### src/rtl/tw_shift_unit.sv
module tw_shift_unit #(
  parameter int DW = 8,
  parameter int CW = 4
) (
  input  logic          clk,
  input  logic          rst_n,
  input  logic          wr_en,
  input  logic [1:0]    addr,
  input  logic [DW-1:0] wdata,
  output logic [DW-1:0] rdata,
  input  logic          sck_in,
  output logic          sck_out,
  input  logic          si,
  output logic          so,
  output logic          irq
);

  localparam logic [1:0] A_DAT = 2'd0;
  localparam logic [1:0] A_STA = 2'd1;
  localparam logic [1:0] A_CTL = 2'd2;
  localparam logic [CW-1:0] CNT_TOP = {CW{1'b1}};

  logic [3:0]    ctl_q;
  logic          sck_q, tog_q;
  logic          s1_q, s2_q, s3_q;
  logic          lat_q;
  logic [DW-1:0] dr_q;
  logic [CW-1:0] cnt_q;
  logic          ovf_q;

  wire ena      = ctl_q[0];
  wire src_str  = ctl_q[1];
  wire edge_sel = ctl_q[2];
  wire ie       = ctl_q[3];

  wire wr_dat = wr_en && addr == A_DAT;
  wire wr_sta = wr_en && addr == A_STA;
  wire wr_ctl = wr_en && addr == A_CTL;

  wire ext_rise = s2_q & ~s3_q;
  wire ext_fall = ~s2_q & s3_q;
  wire str_rise = tog_q & sck_q;
  wire str_fall = tog_q & ~sck_q;

  wire rise  = ena & (src_str ? str_rise : ext_rise);
  wire fall  = ena & (src_str ? str_fall : ext_fall);
  wire samp  = edge_sel ? fall : rise;
  wire shft  = edge_sel ? rise : fall;
  wire any_e = rise | fall;

  always_ff @(posedge clk) begin
    if (!rst_n) begin
      s1_q <= 1'b0;
      s2_q <= 1'b0;
      s3_q <= 1'b0;
    end else begin
      s1_q <= sck_in;
      s2_q <= s1_q;
      s3_q <= s2_q;
    end
  end

  always_ff @(posedge clk) begin
    if (!rst_n) begin
      ctl_q <= '0;
      sck_q <= 1'b0;
      tog_q <= 1'b0;
    end else begin
      tog_q <= wr_ctl & wdata[7];
      if (wr_ctl) begin
        ctl_q <= wdata[3:0];
        if (wdata[7]) sck_q <= ~sck_q;
      end
    end
  end

  always_ff @(posedge clk) begin
    if (!rst_n) begin
      lat_q <= 1'b0;
      dr_q  <= '0;
    end else begin
      if (samp) lat_q <= si;
      if (wr_dat)    dr_q <= wdata;
      else if (shft) dr_q <= {dr_q[DW-2:0], lat_q};
    end
  end

  always_ff @(posedge clk) begin
    if (!rst_n) begin
      cnt_q <= '0;
      ovf_q <= 1'b0;
    end else if (wr_sta) begin
      cnt_q <= wdata[CW-1:0];
      if (wdata[7]) ovf_q <= 1'b0;
    end else if (any_e) begin
      cnt_q <= cnt_q + 1'b1;
      if (cnt_q == CNT_TOP) ovf_q <= 1'b1;
    end
  end

  assign sck_out = sck_q;
  assign so      = dr_q[DW-1];
  assign irq     = ovf_q & ie;

  always_comb begin
    unique case (addr)
      A_DAT:   rdata = dr_q;
      A_STA:   rdata = {ovf_q, {(DW-1-CW){1'b0}}, cnt_q};
      A_CTL:   rdata = {4'b0000, ctl_q};
      default: rdata = '0;
    endcase
  end

  p_wrap_sets_flag_r5: assert property (@(posedge clk) disable iff (!rst_n)
    (any_e && cnt_q == CNT_TOP && !wr_sta) |=> (ovf_q && cnt_q == '0));

  p_step_r5: assert property (@(posedge clk) disable iff (!rst_n)
    (any_e && !wr_sta) |=> cnt_q == $past(cnt_q) + 1'b1);

  p_clear_r7: assert property (@(posedge clk) disable iff (!rst_n)
    (wr_sta && wdata[7]) |=> !ovf_q);

  p_load_r7: assert property (@(posedge clk) disable iff (!rst_n)
    wr_sta |=> cnt_q == $past(wdata[CW-1:0]));

  p_toggle_r6: assert property (@(posedge clk) disable iff (!rst_n)
    (wr_ctl && wdata[7]) |=> sck_out != $past(sck_out));

  p_idle_r10: assert property (@(posedge clk) disable iff (!rst_n)
    (!ena && !wr_sta && !wr_dat) |=> ($stable(cnt_q) && $stable(dr_q)));

  p_shift_r3: assert property (@(posedge clk) disable iff (!rst_n)
    (shft && !wr_dat) |=> dr_q[DW-1:1] == $past(dr_q[DW-2:0]));

endmodule

### config.mk
export PLATFORM = sky130hd
export DESIGN_NAME = tw_shift_unit
export DESIGN_NICKNAME = d
export VERILOG_FILES = /design/src/rtl/tw_shift_unit.sv
export SDC_FILE = /design/constraint.sdc
export NUM_CORES = 1
export LEC_CHECK = 0
export ABC_AREA = 1
export BUFFER_PORTS_ARGS = -buffer_cell sky130_fd_sc_hd__buf_2
export CORE_ASPECT_RATIO = 0.75
export CORE_MARGIN = 4
export CORE_UTILIZATION = 45
export CTS_CLUSTER_DIAMETER = 60
export DETAILED_ROUTE_END_ITERATION = 7
export PLACE_DENSITY = 0.74
export SLEW_MARGIN = 20
export SYNTH_ARGS = -nofsm -noshare
export SYNTH_HDL_FRONTEND = slang
export SYNTH_SLANG_ARGS = --single-unit
export TNS_END_PERCENT = 1
### constraint.sdc
create_clock -name clk -period 1.2 [get_ports clk]
set_input_delay 0.06 -clock clk [delete_from_list [all_inputs] [get_ports clk]]
set_output_delay 0.06 -clock clk [all_outputs]
set_load 0.01 [all_outputs]
### After elaboration in Yosys (flattened, before gate mapping)

Cells that the tools add are included.

| storage, ports and cells | value |
|---|---|
| flip-flop bits (word level) | 23 |
| bits in latches | 0 |
| bits in writable memories | 0 |
| memory bits (read-only) | 0 |
| input port bits | 15 |
| output and inout port bits | 11 |
| word-level logic and storage cells | 49 |
| memories kept | 0 |

| operators by class | value |
|---|---|
| $add $sub $neg | 1 |
| $mul | 0 |
| divide/modulo/power cells | 0 |
| magnitude comparators | 0 |
| eq/ne operators | 4 |
| shift-type cells | 0 |
| mux-type cells | 13 |
| bitwise gates (word level) | 12 |
| reductions and logical operators | 9 |

Operators with widths:

| kind | count |
|---|---|
| $pmux 8 s3 | 1 |
| $mux 8 | 2 |
| $and 1x1->1 | 8 |
| $mux 1 | 8 |
| $mux 4 | 2 |
| $reduce_bool 2->1 | 3 |
| $add 4x1->4 const B | 1 |
| $eq 4x4->1 const B | 1 |
| $logic_and 1x1->1 | 3 |
| $not 1->1 | 3 |
| $reduce_and 3->1 | 1 |
| $eq 2x1->1 const B | 1 |
| $eq 2x2->1 const B | 1 |
| $logic_not 2->1 | 1 |
| $ne 2x2->1 const B | 1 |
| $reduce_and 2->1 | 1 |
| $or 1x1->1 | 1 |

### Logic depth before layout (Yosys ltp)

Gate-level depths: netlist of run 1.

| depth | value |
|---|---|
| word-level depth | 7 |
| gate-level depth with buffers | 9 |

### Worst setup path after synthesis of run 1

Ideal clock, no wire load.

| timing | value |
|---|---|
| kind | register -> register |
| start | register sck_q, in the netlist sck_out |
| end | register dr_q[7] |
| arrival | 1.070 ns |
| slack | 0.018 ns |
| stages on the path, launching flop included | 9 |
| path buffers | 1 |
| cells stage by stage | dfxtp_1 inv_1 nand3_1 nand2_1 nand3_1 nand3_2 buf_4 nor2_1 nor2_1 |

| between the ends | value |
|---|---|
| cells in the longest elaborated chain, start to end | 6 |

RTL lines:

| what | RTL line | source |
|---|---|---|
| start: declaration | 24 | `logic sck_q, tog_q;` |
| start signal: assignment | 72 | `if (wdata[7]) sck_q <= ~sck_q;` |
| $not 1->1 | 43 | `wire str_fall = tog_q & ~sck_q;` |
| $and 1x1->1 | 43 |  |
| $mux 1 | 46 | `wire fall = ena & (src_str ? str_fall : ext_fall);` |
| $and 1x1->1 | 46 |  |
| $mux 1 (*) | 48 | `wire shft = edge_sel ? rise : fall;` |
| $reduce_bool 2->1 (no source line) (*) | -- |  |
| end signal: assignment | 83 | `if (wr_dat) dr_q <= wdata;` |
| end signal: assignment | 84 | `else if (shft) dr_q <= {dr_q[DW-2:0], lat_q};` |
| end: declaration | 27 | `logic [DW-1:0] dr_q;` |

Every way passes the cells marked *; elsewhere a longest branch is shown, timed or not.
A chain may end at the register's enable or synchronous reset.

### Worst setup path after layout of run 1

| timing | value |
|---|---|
| start | register ctl_q[1] |
| end | output port rdata[1] |

| between the ends | value |
|---|---|
| cells in the longest elaborated chain, start to end | 1 |

RTL lines:

| what | RTL line | source |
|---|---|---|
| start: declaration | 23 | `logic [3:0] ctl_q;` |
| start signal: assignment | 71 | `ctl_q <= wdata[3:0];` |
| $pmux 8 s3 | 106 | `unique case (addr)` |
| end: declaration | 10 | `output logic [DW-1:0] rdata,` |

Every way passes these cells.

==> qor.txt, run 1 <==
Status - finished, final reports clean
Share of Yosys cell area claimed by the top area cell type - 35.94%
CTS tree - done
Design area - 1603 sq um
Synth Instances - 198
Gr usage total - 17.20%
Row cnt - 16
Setup CP Type - flip-flop to output port
Num CTS Buffers - 3
Via Count - 1332
Die H - 54.21 microns
Horiz. Die Dim - 69.62 microns
Core area - 2663 sq um
Final #Nets - 249
Hold Crit Start - si
Arr. time, crit path - 1.11 ns
Relative slew slack - 78.72%
Area occupied by multi-input gates - 693.2 sq um
Leading area contributor after synthesis - dfxtp_1
Power Dens Cells - 983.3 nW/um^2
Clock Latency Late Sink - 0.27 ns
Crit end category - output port
Net Count, Synth - 214
Placed Area - 1486 sq um
Routed Antenna Nets - 0
Pleak - 0.7612 nW
Minimum clock period - 1.172 ns
Port bufs - 25
Layout cell share with drive strength beyond 1 - 28.88%
Power Total - 1.576 mW
Unrepaired setup endpoints after global routing - true
Worst vdd ir - 0.6654 mV
Clk_skew - 0.007319 ns
Synth Cell Area - 1281 sq um
Area contributors post-synth - dfxtp_1 36%, nand2_1 16%, inv_1 9.7%
Setup ws final - 0.02825 ns
Total clock sinks - 23
Post-Route WL - 3.036 mm
Gp weighted congestion - 0.8276
Register area share after synthesis - 35.94%
Hold Violations, Final - 0
P&R area growth vs syn - 25.10%
IO Count - 26
Final setup fails - 0
Setup TNS - 0 ns
Hpwl dp - 2.272 mm
Finished Layout Cells - 268
Worst endpoint required time - 1.14 ns
Maximum clock frequency - 853.4 MHz
Filler cell count - 266
Reg2reg start - ctl_q[1]$_SDFFE_PN0P_
Worst Tran Pin Value - 0.3192 ns
Initial core utilization - 48.12%
Post-Place Setup Slack - 0.01466 ns
Final core occ - 60.20%
# DRC - 0
1st-iter DRT viols - 96
First-pass GRT wire length - 5.085 mm
Via density per instance - 4.970
Tcrit/Tclk final - 97.65%
Placed instance count - 262
Synthesized flop and latch total - 23
Clk pin slew, worst setup/hold paths - 0.08 ns
Maximum capacitance violations - 0
Global route overflow - 0
Number of diodes - 0
Slew Limit Fails - 0
Crit path from - ctl_q[1]$_SDFFE_PN0P_
Worst Setup Start Kind - flip-flop
Min-delay worst type - input pin to flip-flop
H-tree depth - 1
Avg Cell Area, Syn - 6.471 sq um
Die ar. - 3774 sq um
WL/cell - 11.33 microns
DR pass1 iterations - 4
Antenna violations before repair - 0
Vias in the first global route - 1178
Largest net degree at the start of global routing - 19
Worst-case clock buffer depth - 2
CP max FO - 3
Cell variety after synth - 25
Yosys warnings - 0
Hold slack - 0.03933 ns
Sequential cell area - 473.0 sq um
Root buffer cell - clkbuf_8
## worst paths after layout
kind | cells past startpoint | slack [ns] | end
max reg2reg | 9 | 0.07 | dr_q[7]$_SDFFE_PN0P_
min | 3 | 0.04 | lat_q$_SDFFE_PN0P_
min reg2reg | 2 | 0.41 | s2_q$_SDFF_PN0_
max | 4 | 0.03 | rdata[1]
## cell families after synthesis
kind of cell | Yosys count | synth area share (%)
simple gates | 103 | 35.25
compound gates | 32 | 14.94
buf+inv | 39 | 12.89
fa+ha+maj | 1 | 0.9764
flops | 23 | 35.94
## worst max-delay path: stages, from the launching register on
cell and delay, ns:
dfxtp_2 0.35, inv_2 0.05, buf_6 0.11, o211ai_1 0.17, buf_2 0.17
## cells in the final DEF, fill, tap and decap left out, types with 2 or more instances in the layout
cell type	n
o21ai_1	6
nand2_2	4
inv_2	3
nor2_1	21
inv_1	31
a21oi_2	2
a21oi_1	9
o21ai_2	3
nand4_1	7
dfxtp_1	15
nand2_1	51
nand3_1	12
o211ai_1	2
buf_2	25
clkbuf_8	3
buf_4	7
dfxtp_2	7
o21ai_0	7
nand3_2	4
## cell usage after synthesis
library cell,instances
nand2_1,54
ha_1,1
o211ai_1,2
inv_1,33
dfxtp_1,23
o21ai_1,6
nand3_2,1
nand2_4,1
o221ai_1,2
nand2_2,1
or2_2,1
nor2_4,1
nand3_1,15
a21oi_1,10
a22o_1,1
o21ai_0,7
clkbuf_1,2
inv_2,1
nor2_2,1
nor2_1,21
buf_4,1
a21oi_2,1
o21ai_2,3
buf_6,2
nand4_1,7
## power breakdown
part,switching [mW],total (mW),internal [mW]
clock network,0.250,0.487,0.237
registers,0.0242,0.821,0.797
logic,0.160,0.268,0.108
## timing repair
item,4_1_cts,5_1_grt
setup endpoints to repair,2,16
hold endpoints to repair,1,0
pin swaps,1,2
hold buffers,1,0
resized for setup,4,18
buffers inserted,0,1
## layer usage
layer | vias to the layer above | GRT usage [%] | part of all wire (%)
met5 | - | 0 | 0
met3 | 2 | 6.055 | 8.4
met1 | 592 | 21.95 | 49
met4 | 0 | 4.459 | 0.46
li1 | 696 | - | -
met2 | 42 | 28.32 | 43
## final cells by class
type	instances	area share, %
clock buffer	4	2.810
inverter	34	7.962
multi-input combinational	136	43.25
sequential	23	29.51
tap	36	2.810
timing repair buffer	35	13.66
## flip-flops by register name, summed over array words and instances, names as in the netlist
| signal | cells |
|---|---|
| dr_q | 8 |
| cnt_q | 4 |
| ctl_q | 4 |
| lat_q | 1 |
| ovf_q | 1 |
| s1_q | 1 |
| s2_q | 1 |
| s3_q | 1 |
| sck_out | 1 |
| tog_q | 1 |
Note: power is estimated with default switching activity, not from simulation.
==> run 2: changes to the inputs <==
Settings changed: CORE_MARGIN 4 to 2.
==> run 2 against run 1 <==
The flow now finishes with violations (setup timing). Setup slack got worse by 0.050 ns. First-iteration DRC count increased by 7.3%. Global-route usage increased by 2.9 points. Combinational power increased by 3%. Clock power increased by 2%. Maximum frequency decreased by 4.1%. Via count increased by 2.5%.
==> qor.txt, run 2 (same netlist as run 1, synthesis figures left out) <==
Status - complete, but fails checks
Failing checks - setup timing
Post-Route WL - 3.142 mm
Max incr delay on CP - 0.37 ns
Clk_skew - 0.007878 ns
Vias in the first global route - 1147
Core area - 2663 sq um
Worst-case clock buffer depth - 2
CTS tree - done
Maximum clock frequency - 818.5 MHz
Number of diodes - 0
Gr usage total - 20.11%
CP Buf/Inv Count - 3
H-tree depth - 1
Layout cell share with drive strength beyond 1 - 28.33%
Reg2reg start - ctl_q[1]$_SDFFE_PN0P_
Minimum clock period - 1.222 ns
Via Count - 1365
CP Cell Sequence - inv_2, buf_6, o211ai_1, buf_2
Setup repair bufs after CTS - 0
Routed Antenna Nets - 0
Max reg flops - 8
Num CTS Buffers - 3
# DRC - 0
Setup ws final - -0.02172 ns
P&R area growth vs syn - 26.76%
Die ar. - 3295 sq um
Min-delay worst type - input pin to flip-flop
Crit path max-delay family - flip-flops
Hold Crit Start - si
Hpwl dp - 2.316 mm
Port bufs - 25
CP max FO - 3
Final core occ - 61.00%
Sequential cell area - 471.7 sq um
Relative slew slack - 79.22%
Unrepaired setup endpoints after global routing - true
Row cnt - 16
Final setup fails - 2
R2r setup slk - 0.04 ns
Initial core utilization - 48.12%
Horiz. Die Dim - 65.62 microns
Die H - 50.21 microns
IO Count - 26
Hold slack - 0.03705 ns
Root buffer cell - clkbuf_8
Via density per instance - 5.074
Worst Tran Pin Value - 0.3109 ns
Power Dens Cells - 983.0 nW/um^2
Hold Violations, Final - 0
Gp weighted congestion - 0.8479
Arr. time, crit path - 1.16 ns
DR pass1 iterations - 4
Crit path from - ctl_q[2]$_SDFFE_PN0P_
Clock Latency Late Sink - 0.27 ns
Setup CP Type - flip-flop to output port
Maximum capacitance violations - 0
Slowest CP cell - dfxtp_2
Area occupied by multi-input gates - 690.7 sq um
Commonest cells after routing, fill and taps aside - 50 x nand2_1, 29 x inv_1, 25 x buf_2
Largest reg by FF count - dr_q
Most common cell after layout, fill and taps aside - nand2_1
Slew Limit Fails - 0
Global route overflow - 0
Worst Setup Start Kind - flip-flop
Filler cell count - 277
Clk pin slew, worst setup/hold paths - 0.09 ns
WL/cell - 11.68 microns
Setup TNS - -0.02533 ns
Total clock sinks - 23
Largest net degree at the start of global routing - 19
Pleak - 0.7709 nW
Final #Nets - 250
Biggest regs - dr_q: 8 flops, cnt_q: 4 flops, ctl_q: 4 flops
First-pass GRT wire length - 5.119 mm
Antenna violations before repair - 0
Worst endpoint required time - 1.14 ns
Tcrit/Tclk final - 101.8%
Crit end category - output port
Worst vdd ir - 0.6298 mV
1st-iter DRT viols - 103
## run 2: worst paths after layout
check,to,depth (start not counted)
setup / recovery,rdata[2],4
hold / removal,lat_q$_SDFFE_PN0P_,3
setup reg to reg,dr_q[1]$_SDFFE_PN0P_,9
hold reg to reg,s2_q$_SDFF_PN0_,2
## run 2: area by class of cell
| type | count | area share (%) |
|---|---|---|
| Multi-Input combinational cell | 136 | 42.53 |
| Sequential cell | 23 | 29.04 |
| Clock buffer | 4 | 2.773 |
| Inverter | 34 | 7.858 |
| Timing Repair Buffer | 36 | 15.02 |
| Tap cell | 36 | 2.773 |
## run 2: per-stage QoR
stage	worst slack (ns)	instance area (sq um)	cells	total power [mW]
finish	-0.02172	1624	269	1.596
CTS	0.006448	1556	268	1.588
global placement	0.05073	1494	263	1.088
global route	-0.05341	1624	269	1.668
detailed placement	0.04037	1494	263	1.090
floorplan	0.01763	1281	198	0.9950
## run 2: metal layers
| metal | track usage (%) | part of all wire [%] |
|---|---|---|
| met3 | 6.054 | 9.2 |
| met4 | 2.431 | 0.45 |
| met1 | 27.97 | 47 |
| met2 | 31.80 | 44 |
| met5 | 0 | 0 |
## run 2: power breakdown
group / internal [mW] / leakage (nW) / switching [mW]
Sequential: 0.797 / 0.191 / 0.0251
Clock: 0.238 / 0.0228 / 0.260
Combinational: 0.115 / 0.557 / 0.162
Total: 1.15 / 0.771 / 0.448
## run 2: worst register-to-register path: stages, from the launching register on
cell	delay (ns)
dfxtp_2	0.34
inv_2	0.07
nand3_1	0.08
nand2_2	0.10
nand3_2	0.08
nand3_4	0.11
clkbuf_16	0.15
nand2_1	0.05
nand2_1	0.05
nor2_1	0.04
## run 2: repair_timing
action                                  4_1_cts  5_1_grt
endpoints found under the setup margin        3       16
gates cloned                                  0        1
resized for setup                             6       16
pin swaps                                     2        4
hold buffers                                  1        0
endpoints found under the hold margin         1        0
